===== src/rtl/bfs_pkg.sv =====
// Shared definitions for the bit-clock / frame-sync generator.
// Assumes the frame counter width is at least 8 bits so the PCM preset fits.
package bfs_pkg;

    typedef enum logic [1:0] {
        FMT_CUSTOM   = 2'd0,
        FMT_STEREO   = 2'd1,
        FMT_PCM      = 2'd2,
        FMT_PCM_COMP = 2'd3
    } fmt_e;

    localparam int STEREO_PERIOD = 31;
    localparam int STEREO_WIDTH  = 15;
    localparam int PCM_PERIOD    = 255;
    localparam int PCM_WIDTH     = 0;

endpackage


===== src/rtl/bfs_cfg.sv =====
// Holds the enables and the framing configuration.
// Assumes that loads are only legal while the bit-clock generator is off;
// loads at other times are dropped. Close overrides every other write.
module bfs_cfg
    import bfs_pkg::*;
#(
    parameter int DIV_W = 8,
    parameter int CNT_W = 8
) (
    input  logic             clk,
    input  logic             rst_n,
    input  logic             close,
    input  logic             en_wr,
    input  logic             en_bclk,
    input  logic             en_frame,
    input  logic             cfg_load,
    input  logic [1:0]       cfg_fmt,
    input  logic [DIV_W-1:0] cfg_div,
    input  logic [CNT_W-1:0] cfg_period,
    input  logic [CNT_W-1:0] cfg_width,
    input  logic             cfg_act_low,
    output logic             bclk_on,
    output logic             frm_on,
    output logic [DIV_W-1:0] div_q,
    output logic [CNT_W-1:0] per_q,
    output logic [CNT_W-1:0] wid_q,
    output logic             act_low_q
);

    logic [CNT_W-1:0] per_sel;
    logic [CNT_W-1:0] wid_sel;
    logic             low_sel;

    // Pick the framing from either a preset or the custom fields.
    always_comb begin
        case (fmt_e'(cfg_fmt))
            FMT_STEREO: begin
                per_sel = CNT_W'(STEREO_PERIOD);
                wid_sel = CNT_W'(STEREO_WIDTH);
                low_sel = 1'b1;
            end
            FMT_PCM, FMT_PCM_COMP: begin
                per_sel = CNT_W'(PCM_PERIOD);
                wid_sel = CNT_W'(PCM_WIDTH);
                low_sel = 1'b0;
            end
            default: begin
                per_sel = cfg_period;
                wid_sel = cfg_width;
                low_sel = cfg_act_low;
            end
        endcase
    end

    // Register the enables and the configuration; close clears all of it.
    always_ff @(posedge clk) begin
        if (!rst_n || close) begin
            bclk_on   <= 1'b0;
            frm_on    <= 1'b0;
            div_q     <= '0;
            per_q     <= '0;
            wid_q     <= '0;
            act_low_q <= 1'b0;
        end else begin
            if (en_wr) begin
                bclk_on <= en_bclk;
                frm_on  <= en_frame;
            end
            if (cfg_load && !bclk_on) begin
                div_q     <= cfg_div;
                per_q     <= per_sel;
                wid_q     <= wid_sel;
                act_low_q <= low_sel;
            end
        end
    end

    a_r8_cfg_frozen: assert property (@(posedge clk) disable iff (!rst_n)
        (bclk_on && $past(bclk_on)) |-> ($stable(div_q) && $stable(per_q)
                                         && $stable(wid_q) && $stable(act_low_q)));

    a_r10_close_clears: assert property (@(posedge clk) disable iff (!rst_n)
        $past(close) |-> (!bclk_on && !frm_on && div_q == '0 && per_q == '0));

endmodule


===== src/rtl/bfs_divider.sv =====
// Bit-clock divider: emits a one-cycle tick every div+1 input cycles.
// Assumes div is held stable while run is high.
module bfs_divider #(
    parameter int DIV_W = 8
) (
    input  logic             clk,
    input  logic             rst_n,
    input  logic             run,
    input  logic [DIV_W-1:0] div,
    output logic             tick
);

    logic [DIV_W-1:0] cnt;

    // Count input cycles and raise the tick when the count wraps.
    always_ff @(posedge clk) begin
        if (!rst_n || !run) begin
            cnt  <= '0;
            tick <= 1'b0;
        end else if (cnt == div) begin
            cnt  <= '0;
            tick <= 1'b1;
        end else begin
            cnt  <= cnt + DIV_W'(1);
            tick <= 1'b0;
        end
    end

    a_r2_no_tick_idle: assert property (@(posedge clk) disable iff (!rst_n)
        !$past(run) |-> !tick);

    a_r2_count_bound: assert property (@(posedge clk) disable iff (!rst_n)
        run |-> (cnt <= div));

    a_r3_div0_every: assert property (@(posedge clk) disable iff (!rst_n)
        ($past(run) && $past(div) == '0) |-> tick);

endmodule


===== src/rtl/bfs_framer.sv =====
// Frame position counter: advances once per bit-clock tick, shapes the
// raw (active-high) sync and the frame-start strobe. Assumes per/wid are
// minus-one values; the first tick after run rises is position 0.
module bfs_framer #(
    parameter int CNT_W = 8
) (
    input  logic             clk,
    input  logic             rst_n,
    input  logic             run,
    input  logic             tick,
    input  logic [CNT_W-1:0] per,
    input  logic [CNT_W-1:0] wid,
    output logic             sync_act,
    output logic             start
);

    logic [CNT_W-1:0] pos;
    logic [CNT_W-1:0] pos_nxt;
    logic             fresh;

    // Next position: restart after enable, wrap at the end of the frame.
    always_comb begin
        if (fresh || pos >= per) pos_nxt = '0;
        else                     pos_nxt = pos + CNT_W'(1);
    end

    // Step the position on each tick and register the frame outputs.
    always_ff @(posedge clk) begin
        if (!rst_n || !run) begin
            pos      <= '0;
            fresh    <= 1'b1;
            sync_act <= 1'b0;
            start    <= 1'b0;
        end else if (tick) begin
            pos      <= pos_nxt;
            fresh    <= 1'b0;
            sync_act <= (pos_nxt <= wid);
            start    <= (pos_nxt == '0);
        end else begin
            start    <= 1'b0;
        end
    end

    a_r9_idle_quiet: assert property (@(posedge clk) disable iff (!rst_n)
        !$past(run) |-> (!sync_act && !start));

    a_r5_start_single: assert property (@(posedge clk) disable iff (!rst_n)
        (start && per != '0) |=> !start);

    a_r4_sync_at_start: assert property (@(posedge clk) disable iff (!rst_n)
        start |-> sync_act);

endmodule


===== src/rtl/bfs_gen.sv =====
// Top of the bit-clock / frame-sync generator. Joins the configuration
// holder, the divider and the frame counter and applies sync polarity.
// Assumes CNT_W >= 8 so the PCM preset frame fits.
module bfs_gen #(
    parameter int DIV_W = 8,
    parameter int CNT_W = 8
) (
    input  logic             clk,
    input  logic             rst_n,
    input  logic             close,
    input  logic             en_wr,
    input  logic             en_bclk,
    input  logic             en_frame,
    input  logic             cfg_load,
    input  logic [1:0]       cfg_fmt,
    input  logic [DIV_W-1:0] cfg_div,
    input  logic [CNT_W-1:0] cfg_period,
    input  logic [CNT_W-1:0] cfg_width,
    input  logic             cfg_act_low,
    output logic             bclk_en,
    output logic             fsync,
    output logic             frame_start
);

    logic             bclk_on;
    logic             frm_on;
    logic [DIV_W-1:0] div_q;
    logic [CNT_W-1:0] per_q;
    logic [CNT_W-1:0] wid_q;
    logic             act_low_q;
    logic             sync_act;

    bfs_cfg #(.DIV_W(DIV_W), .CNT_W(CNT_W)) u_cfg (
        .clk(clk), .rst_n(rst_n), .close(close),
        .en_wr(en_wr), .en_bclk(en_bclk), .en_frame(en_frame),
        .cfg_load(cfg_load), .cfg_fmt(cfg_fmt), .cfg_div(cfg_div),
        .cfg_period(cfg_period), .cfg_width(cfg_width), .cfg_act_low(cfg_act_low),
        .bclk_on(bclk_on), .frm_on(frm_on), .div_q(div_q),
        .per_q(per_q), .wid_q(wid_q), .act_low_q(act_low_q)
    );

    bfs_divider #(.DIV_W(DIV_W)) u_div (
        .clk(clk), .rst_n(rst_n), .run(bclk_on), .div(div_q), .tick(bclk_en)
    );

    bfs_framer #(.CNT_W(CNT_W)) u_frm (
        .clk(clk), .rst_n(rst_n), .run(frm_on), .tick(bclk_en),
        .per(per_q), .wid(wid_q), .sync_act(sync_act), .start(frame_start)
    );

    // Apply the selected polarity to the raw sync level.
    assign fsync = sync_act ^ act_low_q;

endmodule


===== config.mk =====
export PLATFORM = sky130hd
export DESIGN_NAME = bfs_gen
export DESIGN_NICKNAME = d
export VERILOG_FILES = /design/src/rtl/bfs_pkg.sv /design/src/rtl/bfs_cfg.sv /design/src/rtl/bfs_divider.sv /design/src/rtl/bfs_framer.sv /design/src/rtl/bfs_gen.sv
export SDC_FILE = /design/constraint.sdc
export NUM_CORES = 1
export LEC_CHECK = 0
export BUFFER_PORTS_ARGS = -buffer_cell sky130_fd_sc_hd__buf_2
export CAP_MARGIN = 15
export CORE_MARGIN = 2
export CORE_UTILIZATION = 55
export CTS_BUF_LIST = sky130_fd_sc_hd__clkbuf_2
export DETAILED_ROUTE_END_ITERATION = 8
export PLACE_DENSITY = 0.75
export SYNTH_ARGS = -nofsm -noshare
export SYNTH_HDL_FRONTEND = slang
export SYNTH_HIERARCHICAL = 1
export SYNTH_SLANG_ARGS = --single-unit

===== constraint.sdc =====
create_clock -name clk -period 3.27 [get_ports clk]
set_input_delay 0.4905 -clock clk [delete_from_list [all_inputs] [get_ports clk]]
set_output_delay 0.4905 -clock clk [all_outputs]
set_load 0.02 [all_outputs]

==> results.txt, run 1 <==
status: finished, final reports clean
fraction of synthesized area in multiplexers: 0.752%
Leakage: 1.15 nW
#FFs+latches synth: 47
Final period util: 85.9%
met2 usage in global routing: 36.3%
cells along the critical path: ha_1 -> a21o_1 -> a211oi_2 -> o21a_2 -> and2_1 -> ha_1 -> nor2b_1 -> o21ai_0 -> nand2_1 -> a221o_1 -> a31oi_1
Clock Sink Count: 47
Yosys cell types: 55
Worst-Skew Late Latency: 0.43 ns
total power per unit cell area: 336 mW/mm²
via count: 2125
drt first pass iters: 4
vias in the first global route: 2076
Area growth syn-to-layout: 6.96%
die area: 0.00541 mm²
GP Congestion: 0.889
CP startpoint kind: register
setup TNS: 0 ns
grt ovf: 0
Post-synth EDFFs: 0
critical-path maximum fanout: 8
DR vias/cell: 5.58
# rows: 25
# diodes: 0
fillers: 422
pin count of the biggest net entering global routing: 22
RSZ-0062 raised after global routing: no
first-pass GRT wire length: 9510 µm
cell count after placement: 373
leading register cell type out of synthesis: dfxtp_1
share of cells above drive strength 1: 19.9%
Slowest Stage Delay on Critical Path: 0.52 ns
DRC: 0
Initial DRC Count: 147
total number of H-tree levels: 2
antenna violations before repair: 0
GRT Total Usage: 22.6%
Post-Syn Area per Cell: 8.99 µm²
Synth warnings: 6
M1 GR Usage: 30.4%
commonest non-fill, non-tap cell in the layout: dfxtp_1
Post-Synth Adder-Cell Area: 8.46%
Async SR Flop Fraction: 0%
Synth Area in Simple Gates: 22.1%
Fin. Hold Viols: 0
Synth Net Count: 348
core area: 0.00469 mm²
initial core utilization: 56.7%
final net count: 378
WHS Path Cells: 3
IO Count: 37
post-synthesis xor/xnor area fraction: 7.57%
CP required: 3.66 ns
maximum clock frequency: 356 MHz
Slew Limit Fails: 0
hold crit path type: in -> reg
clock period minus final worst setup slack: 2.81 ns
final setup vio count: 0
most frequent cells in the layout: dfxtp_1 (47), buf_2 (36), nand2_1 (29)
largest family of logic cells by synthesized area: simple AND/OR/NAND/NOR gates
I/O Buffers: 36
post-synthesis compound-gate area fraction: 18.2%
CTS tree: built
WL per Instance: 14.5 µm
design area: 0.00285 mm²
Root Buffer: clkbuf_2
met3 Use GR: 4.66%
worst r2r path cells: 11
mapped cell area: 0.00266 mm²
Seq/Total Area, Yosys: 35.4%
CTS buffer count: 5
worst slew pin tran: 0.835 ns
clock skew: 0.0180 ns
final core utilization: 60.7%
dpl cell area: 0.00280 mm²
die height: 73.6 µm
Resized Gates After CTS: 0
crit end category: register
Max-cap violations: 0
Routed WL: 5530 µm
Die Wd: 73.6 µm
cell count after synthesis: 296
worst hold slack: 0.250 ns
Routed Antenna Nets: 0
max_slew headroom: 44.1%
peak supply drop: 0.227 mV
Post-DP HPWL: 4140 µm
most used cell, CP: ha_1
kind of critical path: reg -> reg
Clock Path Buffers: 2
Worst path slowest cell: dfxtp_1
WP data arrival: 3.20 ns
Reg clk slew, reported paths: 0.24 ns
GRT Max-Usage Layer: met2
Final Instance Count excl. Fillers: 381
Hold-fix buffers, CTS: 0
Post-CTS Setup Bufs: 0
-- synth_stat cells, types with 6 or more instances --
cell type | instances | area [µm²]
dfxtp_1 | 47 | 941
nand2_1 | 29 | 109
nor2_1 | 22 | 82.6
ha_1 | 18 | 225
inv_1 | 18 | 67.6
xor2_1 | 17 | 149
a21oi_1 | 15 | 75.1
nor3_1 | 11 | 55.1
a211oi_1 | 9 | 67.6
nand3_1 | 8 | 40.0
o21ai_0 | 8 | 40.0
nand2b_1 | 7 | 43.8
xnor2_1 | 6 | 52.6
-- metal layers --
layer	up-vias	share of wire (%)
li1	1102	-
met1	972	50
met2	47	45
met3	4	3.8
met4	0	1.1
met5	-	0
-- cell families (layout without fill, tap and decap cells) --
| kind of cell | after synthesis | in the layout |
|---|---|---|
| simple gates | 105 | 105 |
| mux | 2 | 2 |
| flops | 47 | 47 |
| xor+xnor | 23 | 23 |
| buf+inv | 34 | 65 |
| compound gates | 67 | 67 |
| fa+ha+maj | 18 | 18 |
-- worst paths after layout --
path                          to          from  slack [ns]
setup reg to reg  u_frm/sync_act  u_frm/pos[6]        0.46
setup / recovery  u_frm/sync_act  u_frm/pos[6]        0.46
hold reg to reg      u_frm/fresh   u_frm/fresh        0.49
hold / removal    u_cfg/div_q[6]    cfg_div[6]        0.25
-- power by group --
group	internal, W	leakage [nW]	switching (W)
clock network	0.0000585	0.0296	0.000196
registers	0.000586	0.381	0.00000820
logic	0.0000461	0.741	0.0000608
-- state kept, by name (all words and copies together), names as in the netlist --
name	flops
u_cfg/wid_q	8
u_frm/fresh	1
u_frm/pos	8
u_frm/sync_act	1
u_cfg/act_low_q	1
u_cfg/frm_on	1
u_cfg/bclk_on	1
u_div/tick	1
u_cfg/per_q	8
u_cfg/div_q	8
u_div/cnt	8
u_frm/start	1
-- cell type report --
class | instances | area (µm²) | share of cell area (%)
Clock buffer | 6 | 30.0 | 1.05
Clock inverter | 2 | 16.3 | 0.571
Inverter | 18 | 67.6 | 2.37
Multi-Input combinational cell | 215 | 1520 | 53.5
Sequential cell | 47 | 941 | 33.1
Tap cell | 54 | 67.6 | 2.37
Timing Repair Buffer | 39 | 203 | 7.12
-- stage by stage --
step	total power, W	setup WS, ns
finish	0.000955	0.461
global route	0.00100	0.281
CTS	0.000966	0.473
detailed placement	0.000712	0.515
global placement	0.000709	0.634
floorplan	0.000678	0.805
-- worst max-delay path: cells and delay by family (launching register included) --
kind                     cells  cell delay [ns]
AO/OA/AOI/OAI                6             1.35
AND/OR/NAND/NOR              3             0.37
adder cells (fa/ha/maj)      2             0.55
flip-flops                   1             0.52
Power figures use the tool's default switching activity.
==> run 2, diff against run 1 <==
--- a/config.mk
+++ b/config.mk
@@ -11,7 +11,8 @@
 export CORE_UTILIZATION = 55
 export CTS_BUF_LIST = sky130_fd_sc_hd__clkbuf_2
 export DETAILED_ROUTE_END_ITERATION = 8
-export PLACE_DENSITY = 0.75
+export PLACE_DENSITY = 0.77
+export SETUP_SLACK_MARGIN = 0.4
 export SYNTH_ARGS = -nofsm -noshare
 export SYNTH_HDL_FRONTEND = slang
 export SYNTH_HIERARCHICAL = 1
==> run 2 against run 1 <==
  * Non-clock buffer count fell by 1
  * Register-to-register slack better by 0.17 ns
  * Clock-buffer cell count down 1
  * First-iteration DRC count shrank 31%
  * Final area up 0.66%
  * Clock power up 30%
  * Critical path depth stayed put
  * Highest routed layer unchanged
  * Sequential share of layout area barely moved
  * Via count rose by 0.71%
  * Die area is the same
  * Critical path type unchanged
  * Critical endpoint unchanged
==> results.txt, run 2 (synthesis results as in run 1) <==
Initial DRC Count: 102
I/O Buffers: 36
Final Instance Count excl. Fillers: 380
Area growth syn-to-layout: 7.66%
DR vias/cell: 5.63
# diodes: 0
Reg clk slew, reported paths: 0.27 ns
initial core utilization: 56.7%
RSZ-0062 raised after global routing: no
Leakage: 1.16 nW
fillers: 423
Clock Sink Count: 47
IO Count: 37
clock period minus final worst setup slack: 2.64 ns
GRT Total Usage: 22.5%
final worst slack: 0.631 ns
worst slew pin tran: 0.898 ns
pin count of the biggest net entering global routing: 22
DRC: 0
antenna violations before repair: 0
GP Congestion: 0.916
total number of H-tree levels: 2
Clock Path Buffers: 2
hold crit path type: in -> reg
Worst-Skew Late Latency: 0.44 ns
commonest non-fill, non-tap cell in the layout: dfxtp_1
clock skew: 0.0272 ns
Post-DP HPWL: 4080 µm
drt first pass iters: 4
max_slew headroom: 39.9%
final setup vio count: 0
critical-path maximum fanout: 8
Fin. Hold Viols: 0
Routed Antenna Nets: 0
# rows: 25
worst hold slack: 0.232 ns
Routed WL: 5560 µm
DP Worst Slack: 0.536 ns
share of cells above drive strength 1: 20.6%
status: finished, final reports clean
CP startpoint kind: register
vias in the first global route: 2033
cell count after placement: 371
WL per Instance: 14.6 µm
total power per unit cell area: 359 mW/mm²
crit end category: register
maximum clock frequency: 379 MHz
CP required: 3.66 ns
die area: 0.00541 mm²
via count: 2140
CTS tree: built
core area: 0.00469 mm²
first-pass GRT wire length: 9330 µm
Max-cap violations: 0
die height: 73.6 µm
Die Wd: 73.6 µm
setup TNS: 0 ns
CTS buffer count: 5
grt ovf: 0
final net count: 377
WP data arrival: 3.03 ns
Final period util: 80.7%
Root Buffer: clkbuf_2
most frequent cells in the layout: dfxtp_1 (43), buf_2 (36), nand2_1 (29)
Slew Limit Fails: 0
peak supply drop: 0.170 mV
kind of critical path: reg -> reg
## run 2: report_power, final
group          internal (W)  switching, W  total (W)  leakage, nW
registers          0.000586    0.00000808   0.000594        0.383
logic             0.0000452     0.0000610   0.000106        0.736
clock network      0.000130      0.000200   0.000329       0.0410
## run 2: metal layers
metal	wire length (µm)	track usage, %	up-vias
li1	-	-	1107
met1	2660	28.5	989
met2	2640	36.6	40
met3	231	6.45	4
met4	38	7.47	0
met5	0	0	-
## run 2: worst paths after layout
path	from	endpoint	slack (ns)	cells after the start
max reg2reg	u_frm/pos[1]	u_frm/sync_act	0.63	11
min reg2reg	u_cfg/wid_q[2]	u_cfg/wid_q[2]	0.48	1
min	cfg_div[6]	u_cfg/div_q[6]	0.23	3
max	u_frm/pos[1]	u_frm/sync_act	0.63	11
## run 2: cell type report
class                      count  area, µm²  share of cell area (%)
sequential                    47        946                    33.0
inverter                      18       67.6                    2.36
clock buffer                   5       25.0                   0.873
multi-input combinational    215       1520                    53.1
clock inverter                 3       42.5                    1.48
timing repair buffer          38        195                    6.81
tap                           54       67.6                    2.36
## run 2: metrics by stage
step | power, W | instance area, µm² | utilization, %
global placement | 0.000708 | 2790 | 59.4
CTS | 0.00104 | 2850 | 60.8
finish | 0.00103 | 2870 | 61.1
detailed placement | 0.000711 | 2790 | 59.4
floorplan | 0.000678 | 2660 | -
global route | 0.00108 | 2870 | 61.1
## run 2: worst max-delay path, cell delays in order (launching register included)
cell	delay [ns]
dfxtp_1	0.54
ha_1	0.24
o211ai_1	0.11
o21a_1	0.21
o21ai_2	0.31
nor2_1	0.10
ha_1	0.29
a21o_1	0.18
a21oi_1	0.13
nand2_1	0.06
a221o_1	0.29
a31oi_1	0.15
## run 2: what timing repair did
| action | CTS | global route |
|---|---|---|
| buffers inserted | 0 | 1 |
| setup endpoints to repair | 0 | 1 |
| gates resized for setup | 0 | 4 |
| hold buffers | 0 | 0 |
